--- src/rtl/slot_sched_pkg.sv ---
package slot_sched_pkg;

    localparam int REG_ADDR_W = 2;

    typedef enum logic [REG_ADDR_W-1:0] {
        REG_SKIP = 2'd0,
        REG_WRAP = 2'd1,
        REG_DONE = 2'd2,
        REG_NONE = 2'd3
    } reg_sel_e;

endpackage

--- src/rtl/slot_find_first.sv ---
// Lowest set bit of mask whose index lies in [lo, hi]; empty range when lo > hi.
module slot_find_first #(
    parameter int N  = 32,
    parameter int IW = $clog2(N)
) (
    input  logic [N-1:0]  mask,
    input  logic [IW:0]   lo,
    input  logic [IW:0]   hi,
    output logic          found,
    output logic [IW-1:0] idx
);

    always_comb begin
        found = 1'b0;
        idx   = '0;
        for (int i = N - 1; i >= 0; i--) begin
            if (mask[i] && ((IW+1)'(i) >= lo) && ((IW+1)'(i) <= hi)) begin
                found = 1'b1;
                idx   = IW'(i);
            end
        end
    end

endmodule

--- src/rtl/slot_sched_regs.sv ---
module slot_sched_regs
    import slot_sched_pkg::*;
#(
    parameter int N  = 32,
    parameter int IW = $clog2(N)
) (
    input  logic                  clk,
    input  logic                  rst_n,
    input  logic [REG_ADDR_W-1:0] bus_addr,
    input  logic                  bus_wr,
    input  logic                  bus_rd,
    input  logic [N-1:0]          bus_wdata,
    output logic [N-1:0]          bus_rdata,
    input  logic                  done_pulse,
    input  logic [IW-1:0]         done_slot,
    output logic [N-1:0]          skip_map,
    output logic [N-1:0]          wrap_map
);

    typedef struct packed {
        logic [N-1:0] skip;
        logic [N-1:0] wrap;
        logic [N-1:0] done;
    } regs_t;

    regs_t    r_d, r_q;
    reg_sel_e sel;
    logic     rd_done;
    logic [N-1:0] set_mask;

    assign sel     = reg_sel_e'(bus_addr);
    assign rd_done = bus_rd && (sel == REG_DONE);

    always_comb begin
        r_d      = r_q;
        set_mask = done_pulse ? (N'(1) << done_slot) : '0;
        if (bus_wr) begin
            case (sel)
                REG_SKIP: r_d.skip = bus_wdata;
                REG_WRAP: r_d.wrap = bus_wdata;
                default:  ;
            endcase
        end
        // read clears what it returned; a same-cycle completion survives
        r_d.done = (rd_done ? '0 : r_q.done) | set_mask;
    end

    always_ff @(posedge clk or negedge rst_n) begin
        if (!rst_n) begin
            r_q.skip <= '1;
            r_q.wrap <= '0;
            r_q.done <= '0;
        end else begin
            r_q <= r_d;
        end
    end

    always_comb begin
        case (sel)
            REG_SKIP: bus_rdata = r_q.skip;
            REG_WRAP: bus_rdata = r_q.wrap;
            REG_DONE: bus_rdata = r_q.done;
            default:  bus_rdata = '0;
        endcase
    end

    assign skip_map = r_q.skip;
    assign wrap_map = r_q.wrap;

    assert_done_set_R9: assert property (@(posedge clk) disable iff (!rst_n)
        done_pulse |=> r_q.done[$past(done_slot)]);

    assert_done_clear_R10: assert property (@(posedge clk) disable iff (!rst_n)
        (rd_done && !done_pulse) |=> (r_q.done == '0));

    assert_done_ro_R11: assert property (@(posedge clk) disable iff (!rst_n)
        (bus_wr && sel == REG_DONE && !rd_done && !done_pulse) |=> $stable(r_q.done));

endmodule

--- src/rtl/slot_sched_scan.sv ---
module slot_sched_scan #(
    parameter int N  = 32,
    parameter int IW = $clog2(N)
) (
    input  logic          clk,
    input  logic          rst_n,
    input  logic [N-1:0]  elig,
    input  logic [N-1:0]  wrap_map,
    input  logic          adv,
    input  logic          nxt_valid,
    input  logic [IW-1:0] nxt_slot,
    output logic          grant_valid,
    output logic [IW-1:0] grant_slot
);

    localparam logic [IW-1:0] TOP = IW'(N - 1);

    typedef struct packed {
        logic          gv;
        logic [IW-1:0] cur;
    } scan_t;

    scan_t s_d, s_q;

    logic          up_found, low_found, seg1_found, seg2_found;
    logic [IW-1:0] up_idx, low_idx, seg1_idx, seg2_idx;
    logic [IW-1:0] upper, lower;
    logic [IW:0]   seg1_lo;

    // active wrap point at or above the current position
    slot_find_first #(.N(N), .IW(IW)) i_up (
        .mask (wrap_map),
        .lo   ((IW+1)'(s_q.cur)),
        .hi   ((IW+1)'(TOP)),
        .found(up_found),
        .idx  (up_idx)
    );

    // wrap point that bounds the restart from slot 0
    slot_find_first #(.N(N), .IW(IW)) i_low (
        .mask (wrap_map),
        .lo   ('0),
        .hi   ((IW+1)'(TOP)),
        .found(low_found),
        .idx  (low_idx)
    );

    assign upper   = up_found  ? up_idx  : TOP;
    assign lower   = low_found ? low_idx : TOP;
    assign seg1_lo = (IW+1)'(s_q.cur) + (IW+1)'(1);

    slot_find_first #(.N(N), .IW(IW)) i_seg1 (
        .mask (elig),
        .lo   (seg1_lo),
        .hi   ((IW+1)'(upper)),
        .found(seg1_found),
        .idx  (seg1_idx)
    );

    slot_find_first #(.N(N), .IW(IW)) i_seg2 (
        .mask (elig),
        .lo   ('0),
        .hi   ((IW+1)'(lower)),
        .found(seg2_found),
        .idx  (seg2_idx)
    );

    logic need_pick, jump_ok;

    always_comb begin
        s_d       = s_q;
        need_pick = adv || !s_q.gv || !elig[s_q.cur];
        jump_ok   = adv && nxt_valid && elig[nxt_slot];
        if (need_pick) begin
            if (jump_ok) begin
                s_d.gv  = 1'b1;
                s_d.cur = nxt_slot;
            end else if (seg1_found) begin
                s_d.gv  = 1'b1;
                s_d.cur = seg1_idx;
            end else if (seg2_found) begin
                s_d.gv  = 1'b1;
                s_d.cur = seg2_idx;
            end else begin
                s_d.gv  = 1'b0;
            end
        end
    end

    always_ff @(posedge clk or negedge rst_n) begin
        if (!rst_n) begin
            s_q.gv  <= 1'b0;
            s_q.cur <= TOP;
        end else begin
            s_q <= s_d;
        end
    end

    assign grant_valid = s_q.gv;
    assign grant_slot  = s_q.cur;

    // candidate set seen at the edge that produced the current grant
    logic [N-1:0] elig_prev;
    always_ff @(posedge clk or negedge rst_n) begin
        if (!rst_n) elig_prev <= '0;
        else        elig_prev <= elig;
    end

    assert_grant_eligible_R2: assert property (@(posedge clk) disable iff (!rst_n)
        s_q.gv |-> elig_prev[s_q.cur]);

    assert_hold_when_idle_R8: assert property (@(posedge clk) disable iff (!rst_n)
        !s_q.gv |-> $stable(s_q.cur));

    assert_keep_without_adv_R3: assert property (@(posedge clk) disable iff (!rst_n)
        (s_q.gv && !adv && elig[s_q.cur]) |=> (s_q.gv && $stable(s_q.cur)));

    assert_drop_ineligible_R12: assert property (@(posedge clk) disable iff (!rst_n)
        (s_q.gv && !elig[s_q.cur]) |=> (!s_q.gv || $changed(s_q.cur)));

endmodule

--- src/rtl/slot_scheduler.sv ---
module slot_scheduler
    import slot_sched_pkg::*;
#(
    parameter int NUM_SLOTS = 32,
    localparam int IW = $clog2(NUM_SLOTS)
) (
    input  logic                  clk,
    input  logic                  rst_n,
    input  logic [REG_ADDR_W-1:0] bus_addr,
    input  logic                  bus_wr,
    input  logic                  bus_rd,
    input  logic [NUM_SLOTS-1:0]  bus_wdata,
    output logic [NUM_SLOTS-1:0]  bus_rdata,
    input  logic [NUM_SLOTS-1:0]  slot_valid,
    input  logic                  done_pulse,
    input  logic [IW-1:0]         done_slot,
    input  logic                  adv,
    input  logic                  nxt_valid,
    input  logic [IW-1:0]         nxt_slot,
    output logic                  grant_valid,
    output logic [IW-1:0]         grant_slot
);

    logic [NUM_SLOTS-1:0] skip_map, wrap_map, elig;

    slot_sched_regs #(.N(NUM_SLOTS), .IW(IW)) i_regs (
        .clk       (clk),
        .rst_n     (rst_n),
        .bus_addr  (bus_addr),
        .bus_wr    (bus_wr),
        .bus_rd    (bus_rd),
        .bus_wdata (bus_wdata),
        .bus_rdata (bus_rdata),
        .done_pulse(done_pulse),
        .done_slot (done_slot),
        .skip_map  (skip_map),
        .wrap_map  (wrap_map)
    );

    assign elig = slot_valid & ~skip_map;

    slot_sched_scan #(.N(NUM_SLOTS), .IW(IW)) i_scan (
        .clk        (clk),
        .rst_n      (rst_n),
        .elig       (elig),
        .wrap_map   (wrap_map),
        .adv        (adv),
        .nxt_valid  (nxt_valid),
        .nxt_slot   (nxt_slot),
        .grant_valid(grant_valid),
        .grant_slot (grant_slot)
    );

endmodule

--- config.mk ---
export PLATFORM = sky130hd
export DESIGN_NAME = slot_scheduler
export DESIGN_NICKNAME = d
export VERILOG_FILES = /design/src/rtl/slot_sched_pkg.sv /design/src/rtl/slot_find_first.sv /design/src/rtl/slot_sched_regs.sv /design/src/rtl/slot_sched_scan.sv /design/src/rtl/slot_scheduler.sv
export SDC_FILE = /design/constraint.sdc
export NUM_CORES = 1
export LEC_CHECK = 0
export BUFFER_PORTS_ARGS = -buffer_cell sky130_fd_sc_hd__buf_2
export CAP_MARGIN = 20
export CORE_UTILIZATION = 54
export CTS_BUF_LIST = sky130_fd_sc_hd__clkbuf_16
export DETAILED_ROUTE_END_ITERATION = 6
export GPL_ROUTABILITY_DRIVEN = 0
export PLACE_DENSITY_LB_ADDON = 0.08
export SLEW_MARGIN = 25
export SYNTH_ARGS = -nofsm -noshare
export SYNTH_HDL_FRONTEND = slang
export SYNTH_SLANG_ARGS = --single-unit
export TNS_END_PERCENT = 5
--- constraint.sdc ---
create_clock -name clk -period 4.6 [get_ports clk]
set_clock_uncertainty 0.05 [all_clocks]
set_input_delay 0.46 -clock clk [delete_from_list [all_inputs] [get_ports clk]]
set_output_delay 0.46 -clock clk [all_outputs]
set_load 0.005 [all_outputs]
==> results of run 1 <==
==> state kept, by name (all words and copies together), names as in the netlist <==
signal / cells
i_regs.r_q: 32
i_regs.wrap_map: 32
i_scan.grant_slot: 5
i_scan.grant_valid: 1
i_regs.skip_map: 32
==> layer usage <==
metal  routed length, µm  share of wire [%]  track usage (%)  up-vias
met1               14400                 39             55.1     5127
met4                2160                5.9             24.1        0
li1                    -                  -                -     4656
met5                   0                  0                0        -
met2               15900                 44             62.3      803
met3                4030                 11             8.18      146
==> worst max-delay path: cells and delay by family (launching register included) <==
family                   cells  cell delay, ns
buffers and inverters        2            0.29
flip-flops                   1            0.62
AO/OA/AOI/OAI                9            2.06
AND/OR/NAND/NOR              3            1.21
adder cells (fa/ha/maj)      1            0.16
==> how the worst max path moves through the flow <==
| stage | end | start | depth (start not counted) | slack [ns] |
|---|---|---|---|---|
| 2_1_floorplan | i_scan.grant_slot[2]$_DFFE_PN1P_ | i_scan.grant_slot[0]$_DFFE_PN1P_ | 16 | 0.003 |
| 3_3_place_gp | i_scan.grant_slot[1]$_DFFE_PN1P_ | i_scan.grant_slot[1]$_DFFE_PN1P_ | 16 | -0.05 |
| 3_5_place_dp | i_scan.grant_slot[1]$_DFFE_PN1P_ | i_scan.grant_slot[0]$_DFFE_PN1P_ | 16 | -0.13 |
| 4_1_cts | i_scan.grant_slot[2]$_DFFE_PN1P_ | i_scan.grant_slot[0]$_DFFE_PN1P_ | 16 | 0.05 |
| 5_1_grt | i_scan.grant_slot[2]$_DFFE_PN1P_ | i_scan.grant_slot[0]$_DFFE_PN1P_ | 15 | -0.07 |
| 6_report | i_scan.grant_slot[0]$_DFFE_PN1P_ | i_scan.grant_slot[1]$_DFFE_PN1P_ | 15 | 0.09 |
==> where the power goes <==
part	switching (mW)	leakage [nW]	internal [mW]	total (mW)
logic	2.33	3.43	1.76	4.10
clock network	0.385	0.136	0.380	0.766
registers	0.266	1.21	1.12	1.39
total	2.99	4.78	3.26	6.25
==> area by class of cell <==
class / instances / area (µm²)
clock buffer: 9 / 225
multi-input combinational: 906 / 6480
timing repair buffer: 267 / 1710
fill: 1404 / 5250
clock inverter: 7 / 66.3
inverter: 19 / 78.8
tap: 220 / 275
sequential: 102 / 2610
==> cells by family (layout without fill, tap and decap cells) <==
group | after synthesis | after routing | synth area share, %
xor+xnor | 3 | 3 | 0.283
mux | 117 | 117 | 16.2
compound gates | 360 | 360 | 26.8
buf+inv | 86 | 302 | 4.11
flops | 102 | 102 | 28.0
fa+ha+maj | 7 | 7 | 0.889
simple gates | 419 | 419 | 23.8
==> what timing repair did <==
action,4_1_cts,5_1_grt
pin swaps,0,7
setup buffers,0,3
endpoints found under the setup margin,3,6
gates resized for setup,5,27
==> placed cells by master (no fill, tap or decap), types with 17 or more instances in the layout <==
master    synthesis  routed
buf_4             6     146
nor3_1           33      30
mux2i_1          33      33
nand2_1         117     117
mux4_2           20      20
dfrtp_1          65      65
nor4_1           19      17
a211oi_1         22      21
a21oi_1          45      44
mux2_2           63      63
o21ai_0         108     107
buf_2             5     119
nor2b_1          34      33
dfstp_2          37      35
nand3_1          24      24
nor2_1           61      60
nand2b_1         38      38
==> stage by stage <==
| step | std cells | worst slack (ns) | hold WS (ns) |
|---|---|---|---|
| final | 1530 | 0.0937 | 0.0630 |
| after global routing | 1530 | -0.0733 | 0.113 |
| after CTS | 1527 | 0.0456 | 0.223 |
| after detailed placement | 1511 | -0.130 | 0.426 |
| after global placement | 1511 | -0.0531 | 0.415 |
| after floorplan | 1094 | 0.00333 | 0.114 |
==> impl_results.md, run 1 <==
- DP Area: between 10000 and 15000 µm²
- Chip Width: around 130 µm
- Relative slew slack: about two fifths
- Area leader, netlist: dfrtp_1
- ANT cells: 0
- Reg2reg end: i_scan.grant_slot[0]$_DFFE_PN1P_
- Number of top-level pins: ~120
- Unrepaired setup endpoints after global routing: true
- # setup viols final: 0
- CTS HTree Levels: 3
- Slew Viols, Final: 0
- Hold Vio Cnt, Final: 0
- Peak supply drop: around 300 µV
- Crit-path cells: inv_4 -> ha_4 -> o21bai_4 -> o211a_1 -> o21ai_0 -> or4b_1 -> o31ai_2 -> buf_4 -> or2_1 -> a211oi_1 -> or4_1 -> a211o_1 -> o211ai_1 -> a211oi_1 -> o31ai_1
- DRT Wirelength: around 37000 µm
- Port bufs: 120
- Synth warn: 0
- Sequential area share after synthesis: 28.0%
- FMAX: roughly 220 MHz
- Total GRT Usage: about two fifths
- Worst reg-to-reg setup slack: around 0.094 ns
- Vias in the first global route: between 10000 and 15000
- Setup CP Type: reg2reg
- Cell mode on critical path: a211oi_1
- TritonCTS clock tree: done
- Lkg Pwr: approximately 4.8 nW
- Post-CTS Hold Buffers: 0
- PwrDens: 546 nW/µm²
- R2R cell count: 15
- CP Launch Type: register
- Die H: between 100 and 150 µm
- Fin crit period: ~4.5 ns
- Yosys cell types: 93
- Sink Count: between 100 and 150
- FF-to-FF Start: i_scan.grant_slot[1]$_DFFE_PN1P_
- Post-route DRC: 0
- Via/cell ratio: between 7 and 8
- Finished Cell Area: between 10000 and 15000 µm²
- Die ar.: between 15000 and 20000 µm²
- HPWL Detailed: 28500 µm
- Seq cells post-synth: between 100 and 150
- Vias: ~11000
- Syn Area/Cell: approximately 8.5 µm²
- Final layout net count: 1393
- Share of post-route cells with drive strength above 1: a little over a third
- EDFF count, synth: 0
- Initial antenna violation count: 0
- CP max stage cell: dfstp_2
- Starting DRT DRC Count: about 1500
- Final ANT Viol Nets: 0
- Routed WL per cell: about 24 µm
- Worst-path maximum fanout: 9
- Post-synth top cells: nand2_1, o21ai_0, dfrtp_1, mux2_2, nor2_1
- Row count: between 40 and 50
- Cells after Synth: between 1000 and 1500
- Ys async rst share: 100%
- Period utilisation layout: 98.0%
- P&R area growth vs syn: 23.2%
- Final Power: roughly 6.2 mW
- First-pass GRT wire length: about 56000 µm
- Largest net degree at the start of global routing: between 70 and 80
- Synth top area cells: dfrtp_1, dfstp_2, mux2_2
- Delay of the slowest critical-path stage: ~0.62 ns
- Top cell type's share of synthesized area: 17.5%
- Core area: 16700 µm²
- Clock root cell: clkbuf_16
- WP data required: 4.79 ns
- Hold Path Class: in2async
- Top-count cell post-synth: nand2_1
- Run status: complete, no violations
- Worst skew pair latency: 0.36 ns
- Setup_tns: 0 ns
- GRT Residual Overflow: 0
- Ys flop type: dfrtp_1
- Initial Util: a little under three fifths
- CTS Buffer Depth: 2
- Max cap viols: 0
- Tightest Pin Transition: between 0.8 and 0.9 ns
- Synthesized area: 9290 µm²
- Fin util: around 69%
- 1st-pass router iterations: 6
- WP data arrival: ~4.7 ns
- Worst-path clk slew: ~0.08 ns
- Syn Nets: ~1200
- CTS buffer count: 9
- Crit path capture type: register
Power figures use the tool's default switching activity.
==> inputs of run 2 (changes only) <==
Settings changed: CAP_MARGIN 20 to unset, CTS_BUF_LIST sky130_fd_sc_hd__clkbuf_16 to sky130_fd_sc_hd__clkbuf_8 sky130_fd_sc_hd__clkbuf_16, TNS_END_PERCENT 5 to 20.
==> impl_results.md, run 2 (synthesized netlist as in run 1, its figures left out) <==
- Run status: complete, no violations
- Fin crit period: 4.51 ns (+0.00686 ns)
- Period utilisation layout: 98.1% (+0.15 points)
- CTS HTree Levels: 3 (unchanged)
- Pre-CTS setup slack: -0.130 ns (unchanged)
- Setup CP Type: reg2reg
- Tightest Pin Transition: 0.891 ns (+0.00569 ns)
- Share of post-route cells with drive strength above 1: 35.3% (+0.076 points)
- Fin util: 68.6% (about the same)
- Delay of the slowest critical-path stage: 0.62 ns (about the same)
- Crit path capture type: register
- Chip Width: 133 µm (unchanged)
- First-pass GRT wire length: 56000 µm (unchanged)
- Hold Path Class: in2async
- Final ANT Viol Nets: 0 (unchanged)
- Slew Viols, Final: 0 (unchanged)
- P&R area growth vs syn: 23.4% (about the same)
- Clock root cell: clkbuf_16
- Via/cell ratio: 6.98 (-0.52%)
- CP Launch Type: register
- Die H: 133 µm (unchanged)
- Final Non-Filler Cells: 1530 (unchanged)
- DRT Wirelength: 36500 µm (about the same)
- Crit-path cells: inv_4 -> ha_4 -> o21bai_4 -> o211ai_2 -> buf_4 -> nand4_1 -> or4_1 -> a2bb2oi_1 -> buf_4 -> buf_4 -> o21ai_0 -> a31oi_1 -> or4_1 -> nand3b_1 -> o41ai_4 -> buf_6 -> o41a_1
- R2R cell count: 17 (+2)
- Hold Vio Cnt, Final: 0 (unchanged)
- Starting DRT DRC Count: 1495 (+1.4%)
- Port bufs: 120 (unchanged)
- Worst-path maximum fanout: 15 (+6)
- Cell mode on critical path: buf_4
- HPWL Detailed: 28500 µm (unchanged)
- Buf+Inv Stages, Crit Path: 5 (+3)
- Vias in the first global route: 10100 (unchanged)
- Final Power: 6.26 mW (+0.18%)
- Initial antenna violation count: 0 (unchanged)
- Final worst setup slack: 0.0868 ns (-0.00686 ns)
- CTS buffer count: 9 (unchanged)
- Fillcell total: 1406 (+0.14%)
- WP data required: 4.83 ns (+0.04 ns)
- Core area: 16700 µm² (unchanged)
- Total GRT Usage: 41.2% (unchanged)
- # setup viols final: 0 (unchanged)
- Number of top-level pins: 121 (unchanged)
- Finished Cell Area: 11500 µm² (about the same)
- Routed WL per cell: 23.9 µm (about the same)
- Die ar.: 17700 µm² (unchanged)
- Sink Count: 102 (unchanged)
- FMAX: 222 MHz (-0.15%)
- Placed Cells: 1511 (unchanged)
- Worst-path clk slew: 0.08 ns (about the same)
- GRT Residual Overflow: 0 (unchanged)
- Leading cell type in the layout, fill and taps excluded: buf_4
- Peak supply drop: 302 µV (-0.19%)
- Post-route DRC: 0 (unchanged)
- Cell family with most CP delay: compound AO/OA/AOI/OAI gates
- DP Area: 11000 µm² (unchanged)
- Initial Util: 55.6% (unchanged)
- Worst skew pair latency: 0.36 ns (about the same)
- TritonCTS clock tree: done
- ANT cells: 0 (unchanged)
- Row count: 47 (unchanged)
- Cell depth of the worst setup path: 17 (+2)
- Lkg Pwr: 4.79 nW (+0.12%)
- Unrepaired setup endpoints after global routing: true
- 1st-pass router iterations: 7 (+1)
- CTS Buffer Depth: 2 (unchanged)
- Relative slew slack: 40.1% (-0.38 points)
- Max cap viols: 0 (unchanged)
- Largest net degree at the start of global routing: 75 (unchanged)
- Final layout net count: 1393 (unchanged)
- CP max stage cell: dfstp_2
- PwrDens: 546 nW/µm² (about the same)
- Vias: 10700 (-0.52%)
- WP data arrival: 4.74 ns (+0.04 ns)
- Commonest non-fill, non-tap cells in the layout: buf_4, buf_2, nand2_1
## run 2: changes by cell type in the layout (fill, tap and decap cells not counted), sizes merged
cell	previous run	this run
clkbuf	9	10
clkinv	2	1
## run 2: where the power goes
| group | switching, mW | total (mW) | internal, mW |
|---|---|---|---|
| Sequential | 0.266 | 1.39 | 1.12 |
| Clock | 0.387 | 0.784 | 0.397 |
| Combinational | 2.33 | 4.09 | 1.76 |
## run 2: final cells by class
| type | instances | area, µm² | area share [%] |
|---|---|---|---|
| Tap cell | 220 | 275 | 2.40 |
| Clock inverter | 6 | 62.6 | 0.546 |
| Timing Repair Buffer | 267 | 1710 | 15.0 |
| Inverter | 19 | 78.8 | 0.688 |
| Sequential cell | 102 | 2610 | 22.7 |
| Clock buffer | 10 | 239 | 2.09 |
| Multi-Input combinational cell | 906 | 6480 | 56.6 |
## run 2: worst register-to-register path, stage by stage, from the launching register on
cell	delay, ns
dfstp_2	0.62
inv_4	0.06
ha_4	0.16
o21bai_4	0.23
o211ai_2	0.24
buf_4	0.15
nand4_1	0.08
or4_1	0.53
a2bb2oi_1	0.24
buf_4	0.20
buf_4	0.22
o21ai_0	0.21
a31oi_1	0.34
or4_1	0.17
nand3b_1	0.20
o41ai_4	0.11
buf_6	0.15
o41a_1	0.47
## run 2: what timing repair did
| item | CTS | global route |
|---|---|---|
| resized for setup | 5 | 27 |
| buffers inserted | 0 | 3 |
| setup endpoints to repair | 3 | 6 |
| hold buffers | 0 | 0 |
| pin swaps | 0 | 7 |
## run 2: per-layer routing
metal | wire length (µm) | GRT usage (%)
met1 | 14200 | 55.1
met3 | 4110 | 8.18
met4 | 2180 | 24.1
met2 | 16100 | 62.3
met5 | 0 | 0
## run 2: final timing paths
kind                                                        from                                to  slack [ns]
worst max-delay path            i_scan.grant_slot[1]$_DFFE_PN1P_  i_scan.grant_slot[1]$_DFFE_PN1P_        0.09
worst min-delay path                                       rst_n          i_regs.r_q[15]$_DFF_PN0_        0.05
worst max register to register  i_scan.grant_slot[1]$_DFFE_PN1P_  i_scan.grant_slot[1]$_DFFE_PN1P_        0.09
worst min register to register          i_regs.r_q[17]$_DFF_PN0_          i_regs.r_q[17]$_DFF_PN0_        0.44
max in group asynchronous                                  rst_n   i_regs.skip_map[19]$_DFFE_PN1P_        3.54
min in group clk                                    bus_wdata[2]    i_regs.skip_map[2]$_DFFE_PN1P_        0.28
## run 2: through the flow
stage / TNS (ns) / hold WS, ns
6_report: 0 / 0.0455
5_1_grt: -0.0919 / 0.113
4_1_cts: 0 / 0.223
3_5_place_dp: -0.200 / 0.426
3_3_place_gp: -0.0531 / 0.415
2_1_floorplan: 0 / 0.114
